<file path="src/rtl/lsq_alloc_pkg.sv">
package lsq_alloc_pkg;
  typedef enum logic {MEM_LOAD = 1'b0, MEM_STORE = 1'b1} mem_kind_e;

  function automatic int unsigned ring_next(int unsigned idx, int unsigned slots);
    return (idx + 1 >= slots) ? 0 : idx + 1;
  endfunction
endpackage

</file>
<file path="src/rtl/lsq_ring.sv">
module lsq_ring #(
  parameter int unsigned DEPTH = 16,
  parameter int unsigned IDX_W = $clog2(DEPTH + 1)
) (
  input  logic             clk_i,
  input  logic             rst_ni,
  input  logic             clr_i,
  input  logic             push_i,
  input  logic             pop_i,
  output logic [IDX_W-1:0] head_o,
  output logic [IDX_W-1:0] tail_o,
  output logic [IDX_W-1:0] count_o,
  output logic             full_o,
  output logic             push_ok_o,
  output logic             pop_ok_o
);
  localparam int unsigned SLOTS = DEPTH + 1;

  logic [IDX_W-1:0] head_q, tail_q, cnt_q;
  logic [IDX_W-1:0] head_nx, tail_nx;
  logic             empty;

  assign tail_nx = IDX_W'(lsq_alloc_pkg::ring_next(32'(tail_q), SLOTS));
  assign head_nx = IDX_W'(lsq_alloc_pkg::ring_next(32'(head_q), SLOTS));
  // spare slot: full when the next tail would land on the head
  assign full_o    = (tail_nx == head_q);
  assign empty     = (tail_q == head_q);
  assign push_ok_o = push_i & ~full_o;
  assign pop_ok_o  = pop_i & ~empty;

  always_ff @(posedge clk_i or negedge rst_ni) begin
    if (!rst_ni) begin
      head_q <= '0;
      tail_q <= '0;
      cnt_q  <= '0;
    end else if (clr_i) begin
      head_q <= '0;
      tail_q <= '0;
      cnt_q  <= '0;
    end else begin
      if (push_ok_o) tail_q <= tail_nx;
      if (pop_ok_o)  head_q <= head_nx;
      case ({push_ok_o, pop_ok_o})
        2'b10:   cnt_q <= cnt_q + 1'b1;
        2'b01:   cnt_q <= cnt_q - 1'b1;
        default: cnt_q <= cnt_q;
      endcase
    end
  end

  assign head_o  = head_q;
  assign tail_o  = tail_q;
  assign count_o = cnt_q;
endmodule

</file>
<file path="src/rtl/lsq_wb_ptr.sv">
module lsq_wb_ptr #(
  parameter int unsigned DEPTH = 16,
  parameter int unsigned IDX_W = $clog2(DEPTH + 1)
) (
  input  logic             clk_i,
  input  logic             rst_ni,
  input  logic             clr_i,
  input  logic             adv_i,
  input  logic [IDX_W-1:0] tail_i,
  output logic [IDX_W-1:0] ptr_o,
  output logic             adv_ok_o
);
  localparam int unsigned SLOTS = DEPTH + 1;

  logic [IDX_W-1:0] ptr_q;

  assign adv_ok_o = adv_i & (ptr_q != tail_i);

  always_ff @(posedge clk_i or negedge rst_ni) begin
    if (!rst_ni)       ptr_q <= '0;
    else if (clr_i)    ptr_q <= '0;
    else if (adv_ok_o) ptr_q <= IDX_W'(lsq_alloc_pkg::ring_next(32'(ptr_q), SLOTS));
  end

  assign ptr_o = ptr_q;
endmodule

</file>
<file path="src/rtl/lsq_free_calc.sv">
module lsq_free_calc #(
  parameter int unsigned LQ_DEPTH = 16,
  parameter int unsigned SQ_DEPTH = 16,
  parameter int unsigned LQ_W     = $clog2(LQ_DEPTH + 1),
  parameter int unsigned SQ_W     = $clog2(SQ_DEPTH + 1),
  parameter int unsigned FREE_W   = (LQ_W > SQ_W) ? LQ_W : SQ_W
) (
  input  logic [LQ_W-1:0]   lq_cnt_i,
  input  logic [SQ_W-1:0]   sq_cnt_i,
  output logic [FREE_W-1:0] free_o
);
  logic [31:0] lq_free, sq_free;

  // (slots - count) - 1 on both sides, the smaller one wins
  always_comb begin
    lq_free = LQ_DEPTH - 32'(lq_cnt_i);
    sq_free = SQ_DEPTH - 32'(sq_cnt_i);
    free_o  = (lq_free < sq_free) ? FREE_W'(lq_free) : FREE_W'(sq_free);
  end
endmodule

</file>
<file path="src/rtl/lsq_alloc.sv">
module lsq_alloc #(
  parameter int unsigned LQ_DEPTH = 16,
  parameter int unsigned SQ_DEPTH = 16,
  localparam int unsigned LQ_W  = $clog2(LQ_DEPTH + 1),
  localparam int unsigned SQ_W  = $clog2(SQ_DEPTH + 1),
  localparam int unsigned IDX_W = (LQ_W > SQ_W) ? LQ_W : SQ_W
) (
  input  logic             clk_i,
  input  logic             rst_ni,
  input  logic             flush_i,
  input  logic             disp_valid_i,
  input  logic             disp_store_i,
  input  logic             lq_commit_i,
  input  logic             sq_wb_i,
  input  logic             sq_commit_i,
  output logic             alloc_ok_o,
  output logic             alloc_err_o,
  output logic [IDX_W-1:0] alloc_idx_o,
  output logic [IDX_W-1:0] alloc_peer_idx_o,
  output logic             alloc_peer_vld_o,
  output logic [IDX_W-1:0] free_o,
  output logic             lq_full_o,
  output logic             sq_full_o,
  output logic [LQ_W-1:0]  lq_head_o,
  output logic [LQ_W-1:0]  lq_tail_o,
  output logic [LQ_W-1:0]  lq_count_o,
  output logic [SQ_W-1:0]  sq_head_o,
  output logic [SQ_W-1:0]  sq_tail_o,
  output logic [SQ_W-1:0]  sq_wb_o,
  output logic [SQ_W-1:0]  sq_count_o
);
  import lsq_alloc_pkg::*;

  mem_kind_e kind;
  logic      disp_live, tgt_full;
  logic      lq_push, sq_push, sq_pop;
  logic      lq_push_ok, lq_pop_ok, sq_push_ok, sq_pop_ok, wb_ok;

  assign kind      = mem_kind_e'(disp_store_i);
  assign disp_live = disp_valid_i & ~flush_i;
  assign tgt_full  = (kind == MEM_STORE) ? sq_full_o : lq_full_o;
  assign lq_push   = disp_live & (kind == MEM_LOAD);
  assign sq_push   = disp_live & (kind == MEM_STORE);
  // only stores already written back may retire
  assign sq_pop    = sq_commit_i & (sq_head_o != sq_wb_o);

  lsq_ring #(.DEPTH(LQ_DEPTH), .IDX_W(LQ_W)) u_lq (
    .clk_i, .rst_ni, .clr_i(flush_i),
    .push_i(lq_push), .pop_i(lq_commit_i),
    .head_o(lq_head_o), .tail_o(lq_tail_o), .count_o(lq_count_o),
    .full_o(lq_full_o), .push_ok_o(lq_push_ok), .pop_ok_o(lq_pop_ok)
  );

  lsq_ring #(.DEPTH(SQ_DEPTH), .IDX_W(SQ_W)) u_sq (
    .clk_i, .rst_ni, .clr_i(flush_i),
    .push_i(sq_push), .pop_i(sq_pop),
    .head_o(sq_head_o), .tail_o(sq_tail_o), .count_o(sq_count_o),
    .full_o(sq_full_o), .push_ok_o(sq_push_ok), .pop_ok_o(sq_pop_ok)
  );

  lsq_wb_ptr #(.DEPTH(SQ_DEPTH), .IDX_W(SQ_W)) u_wb (
    .clk_i, .rst_ni, .clr_i(flush_i),
    .adv_i(sq_wb_i), .tail_i(sq_tail_o),
    .ptr_o(sq_wb_o), .adv_ok_o(wb_ok)
  );

  lsq_free_calc #(
    .LQ_DEPTH(LQ_DEPTH), .SQ_DEPTH(SQ_DEPTH),
    .LQ_W(LQ_W), .SQ_W(SQ_W), .FREE_W(IDX_W)
  ) u_free (
    .lq_cnt_i(lq_count_o), .sq_cnt_i(sq_count_o), .free_o(free_o)
  );

  assign alloc_ok_o  = lq_push_ok | sq_push_ok;
  assign alloc_err_o = disp_live & tgt_full;

  always_comb begin
    if (kind == MEM_STORE) begin
      alloc_idx_o      = IDX_W'(sq_tail_o);
      alloc_peer_idx_o = IDX_W'(lq_tail_o);
      alloc_peer_vld_o = 1'b1;
    end else begin
      alloc_idx_o      = IDX_W'(lq_tail_o);
      alloc_peer_idx_o = IDX_W'(sq_tail_o);
      alloc_peer_vld_o = (sq_count_o != '0);
    end
  end

  logic unused_ok;
  assign unused_ok = lq_pop_ok ^ sq_pop_ok ^ wb_ok;
endmodule

</file>
<file path="config.mk">
export PLATFORM = sky130hd
export DESIGN_NAME = lsq_alloc
export DESIGN_NICKNAME = d
export VERILOG_FILES = /design/src/rtl/lsq_alloc_pkg.sv /design/src/rtl/lsq_ring.sv /design/src/rtl/lsq_wb_ptr.sv /design/src/rtl/lsq_free_calc.sv /design/src/rtl/lsq_alloc.sv
export SDC_FILE = /design/constraint.sdc
export NUM_CORES = 1
export LEC_CHECK = 0
export ABC_CLOCK_PERIOD_IN_PS = 10460
export BUFFER_PORTS_ARGS = -buffer_cell sky130_fd_sc_hd__buf_2
export CAP_MARGIN = 10
export CELL_PAD_IN_SITES_DETAIL_PLACEMENT = 1
export CELL_PAD_IN_SITES_GLOBAL_PLACEMENT = 1
export CORE_UTILIZATION = 46
export CTS_CLUSTER_DIAMETER = 150
export CTS_CLUSTER_SIZE = 10
export DETAILED_ROUTE_END_ITERATION = 10
export HOLD_SLACK_MARGIN = 0.06
export PLACE_DENSITY_LB_ADDON = 0.1
export SLEW_MARGIN = 20
export SYNTH_ARGS = -nofsm -noshare
export SYNTH_HDL_FRONTEND = slang
export SYNTH_SLANG_ARGS = --single-unit
</file>
<file path="constraint.sdc">
create_clock -name clk_i -period 10.46 [get_ports clk_i]
set_clock_uncertainty 0.2 [all_clocks]
set_input_delay 2.092 -clock clk_i [delete_from_list [all_inputs] [get_ports clk_i]]
set_output_delay 2.092 -clock clk_i [all_outputs]
set_load 0.02 [all_outputs]
</file>
==> results.txt <==
Reg2reg start -> u_sq.tail_o[0]
R2R setup slack -> 5.87 ns
Skew-Pair Late Insertion Delay -> 0.29 ns
Worst path buffer plus inverter count -> 3
Cell mode on critical path -> buf_2
Post-synth EDFFs -> 0
Sequential share of power -> 0.353
Synth Register Bits -> 35
Clock network power share -> 0.254
WHS Endpoint -> u_lq.head_o[4]
Hold path depth -> 1
Hold slack -> 0.442 ns
Post-route DRC -> 0
Setup WS pre-CTS -> 4.12 ns
Syn nets -> 473
Number of I/O pins -> 63
Psw -> 0.167 mW
Maximum buffer depth of the clock tree -> 2
Final setup fails -> 0
F_max -> 0.158 GHz
Largest delay contributor family on the critical path -> buffers and inverters
CTS Sinks -> 35
Fin area -> 0.00399 mm²
Final design utilization -> 0.539
Pre-Repair DR Iteration Count -> 4
Reg clk slew, reported paths -> 0.07 ns
Vert. Die Dim -> 90.2 µm
Vias per cell -> 5.81
Worst endpoint data arrival time -> 4.03 ns
Synth-to-Final Area Change -> 11.5%
DR iter-0 viols -> 142
Total power -> 0.440 mW
Final period util -> 0.604
CP Class -> in -> out
CTS tree -> yes
Count of final hold-check violations -> 0
Minimum clock period -> 6.32 ns
Max incr delay on CP -> 0.56 ns
Sequential-to-total area share from yosys stat -> 0.244
Critical Path RT -> 8.17 ns
Setup TNS -> 0 ns
Initial Util -> 0.484
Die area -> 0.00814 mm²
Routability cong. -> 0.789
Post-route insts no fill -> 579
Synthesized cell area -> 0.00358 mm²
Average cell area after synthesis -> 8.16 µm²
Root Buffer -> clkbuf_8
Antenna Nets Post-Route -> 0
CP Launch Type -> input pin
Worst path slowest cell -> clkinv_1
Slew headroom -> 0.404
Distinct cells, synth -> 60
Drt wl/cell -> 18.1 µm
Gr usage total -> 0.268
Hold crit path type -> reg -> reg
Internal power -> 0.272 mW
Reg2Reg Depth -> 15
Post-synth ARST share -> 1.00
Max VDD drop -> 0.0927 mV
CTS HTree Levels -> 2
Post-CTS sizing -> 0
Vias in the first global route -> 3,528
Die Wd -> 90.2 µm
Initial antenna violation count -> 0
DPL Wire Length -> 7690 µm
First-pass GRT wire length -> 17,700 µm
Num CTS Buffers -> 5
Largest net degree at the start of global routing -> 36
Crit end category -> primary output
Primary FF master, synth -> dfrtp_1
Core area -> 0.00741 mm²
Layout Nets -> 513
Critical-path maximum fanout -> 24
RSZ-0062 raised after global routing -> false
Yosys warns -> 0
Max-cap violation count -> 0
Mapped Cells -> 439
Wirelength, routed -> 10,500 µm
Pwr dens -> 110 mW/mm²
Sw Share -> 0.380
Critical path launch point -> flush_i
Status -> finished clean
CP Cell Sequence -> buf_2, clkinv_1, and3_1, o21ai_1, nand2_1, buf_2
Vias -> 3,363
Post-placement cell area -> 0.00389 mm²
Post-CTS Setup Inserts -> 0
Slew @ Worst Pin -> 0.894 ns
Share of layout cells above drive strength 1 -> 0.196
Ant diodes -> 0
Comb pwr share -> 0.394
PortBufs -> 62
Pleak -> 1.96 nW
FP Rows -> 31
Slew Limit Fails -> 0
Cts hold-fix bufs -> 0
Cell Count Post-Placement -> 571
Worst hold path startpoint -> u_lq.head_o[4]
Total gr overflow -> 0
Setup ws final -> 4.14 ns
Reg2reg end -> u_sq.count_o[4]
-- area by class of cell --
type | count | area [µm²]
fillers | 925 | 3420
repair buffers | 63 | 318
flip-flops and latches | 35 | 876
multi-input cells | 342 | 2450
well taps | 99 | 124
clock buffers | 8 | 100
inverters | 32 | 120
-- cell usage after synthesis (10+ instances only) --
master,count,area (µm²)
nor2b_1,10,62.6
mux2_2,14,158
nor2_1,29,109
nand2_1,36,135
xnor2_1,22,193
a21o_1,10,75.1
nand3_1,14,70.1
ha_1,24,300
a21oi_1,16,80.1
clkbuf_1,20,75.1
nor3_1,13,65.1
nand2b_1,12,75.1
dfrtp_1,35,876
o21ai_0,29,145
inv_1,31,116
xor2_1,14,123
-- worst register-to-register path, delay by kind of cell (launching register included) --
kind,cells,cell delay (ns)
DFF,1,0.76
AOI/OAI and AO/OA,7,1.76
and+or+nand+nor,5,0.87
buffers and inverters,1,0.14
adders and majority gates,2,0.72
-- worst max path at each step --
stage	to	slack [ns]	cells after the start
global placement	alloc_ok_o	4.21	6
detailed placement	alloc_ok_o	4.12	6
finish	alloc_ok_o	4.14	6
global route	alloc_ok_o	3.92	6
CTS	alloc_ok_o	4.13	6
floorplan	alloc_idx_o[4]	5.16	3
-- power by group through the flow --
| stage | sequential, mW | combinational [mW] | clock, mW |
|---|---|---|---|
| 2_1_floorplan | 0.156 | 0.124 | 0 |
| 3_3_place_gp | 0.157 | 0.166 | 0 |
| 3_5_place_dp | 0.157 | 0.173 | 0 |
| 4_1_cts | 0.155 | 0.174 | 0.115 |
| 5_1_grt | 0.156 | 0.191 | 0.119 |
| 6_report | 0.155 | 0.173 | 0.112 |
-- state kept, by name, summed over array words and instances, names as in the netlist --
register	count
u_lq.count_o	5
u_lq.head_o	5
u_lq.tail_o	5
u_sq.count_o	5
u_sq.head_o	5
u_sq.tail_o	5
u_wb.ptr_o	5
-- metal layers --
| metal | global-route usage | up-vias | wire [µm] | share of wire |
|---|---|---|---|---|
| li1 | - | 1622 | - | - |
| met1 | 0.346 | 1666 | 4830 | 0.46 |
| met2 | 0.477 | 62 | 5270 | 0.50 |
| met3 | 0.0279 | 13 | 251 | 0.024 |
| met4 | 0.0699 | 0 | 135 | 0.013 |
| met5 | 0 | - | 0 | 0 |
-- logic make-up (layout without fill, tap and decap cells) --
logic type      after synthesis  in the layout  share of synthesized area
compound gates               99             99                      0.197
mux                          23             23                     0.0692
simple gates                157            157                      0.232
xor+xnor                     37             37                     0.0926
fa+ha+maj                    26             26                     0.0950
buf+inv                      62            103                     0.0702
flops                        35             35                      0.244
-- layout by cell type (no fill, tap or decap), types with 7 or more instances in the layout --
| cell type | netlist | final |
|---|---|---|
| mux2_2 | 14 | 14 |
| dfrtp_1 | 35 | 35 |
| o21ai_0 | 29 | 29 |
| clkbuf_8 | 0 | 7 |
| nor2_1 | 29 | 29 |
| xnor2_1 | 22 | 22 |
| xor2_1 | 14 | 14 |
| o31ai_1 | 7 | 7 |
| a21oi_1 | 16 | 16 |
| buf_2 | 9 | 62 |
| a21o_1 | 10 | 10 |
| nand3_1 | 14 | 14 |
| mux2i_1 | 9 | 9 |
| and2_1 | 8 | 8 |
| ha_1 | 24 | 24 |
| nor3_1 | 13 | 13 |
| nand2_1 | 36 | 36 |
| nand2b_1 | 12 | 12 |
| inv_1 | 31 | 31 |
| nor2b_1 | 10 | 10 |
Note: power is estimated with default switching activity, not from simulation.
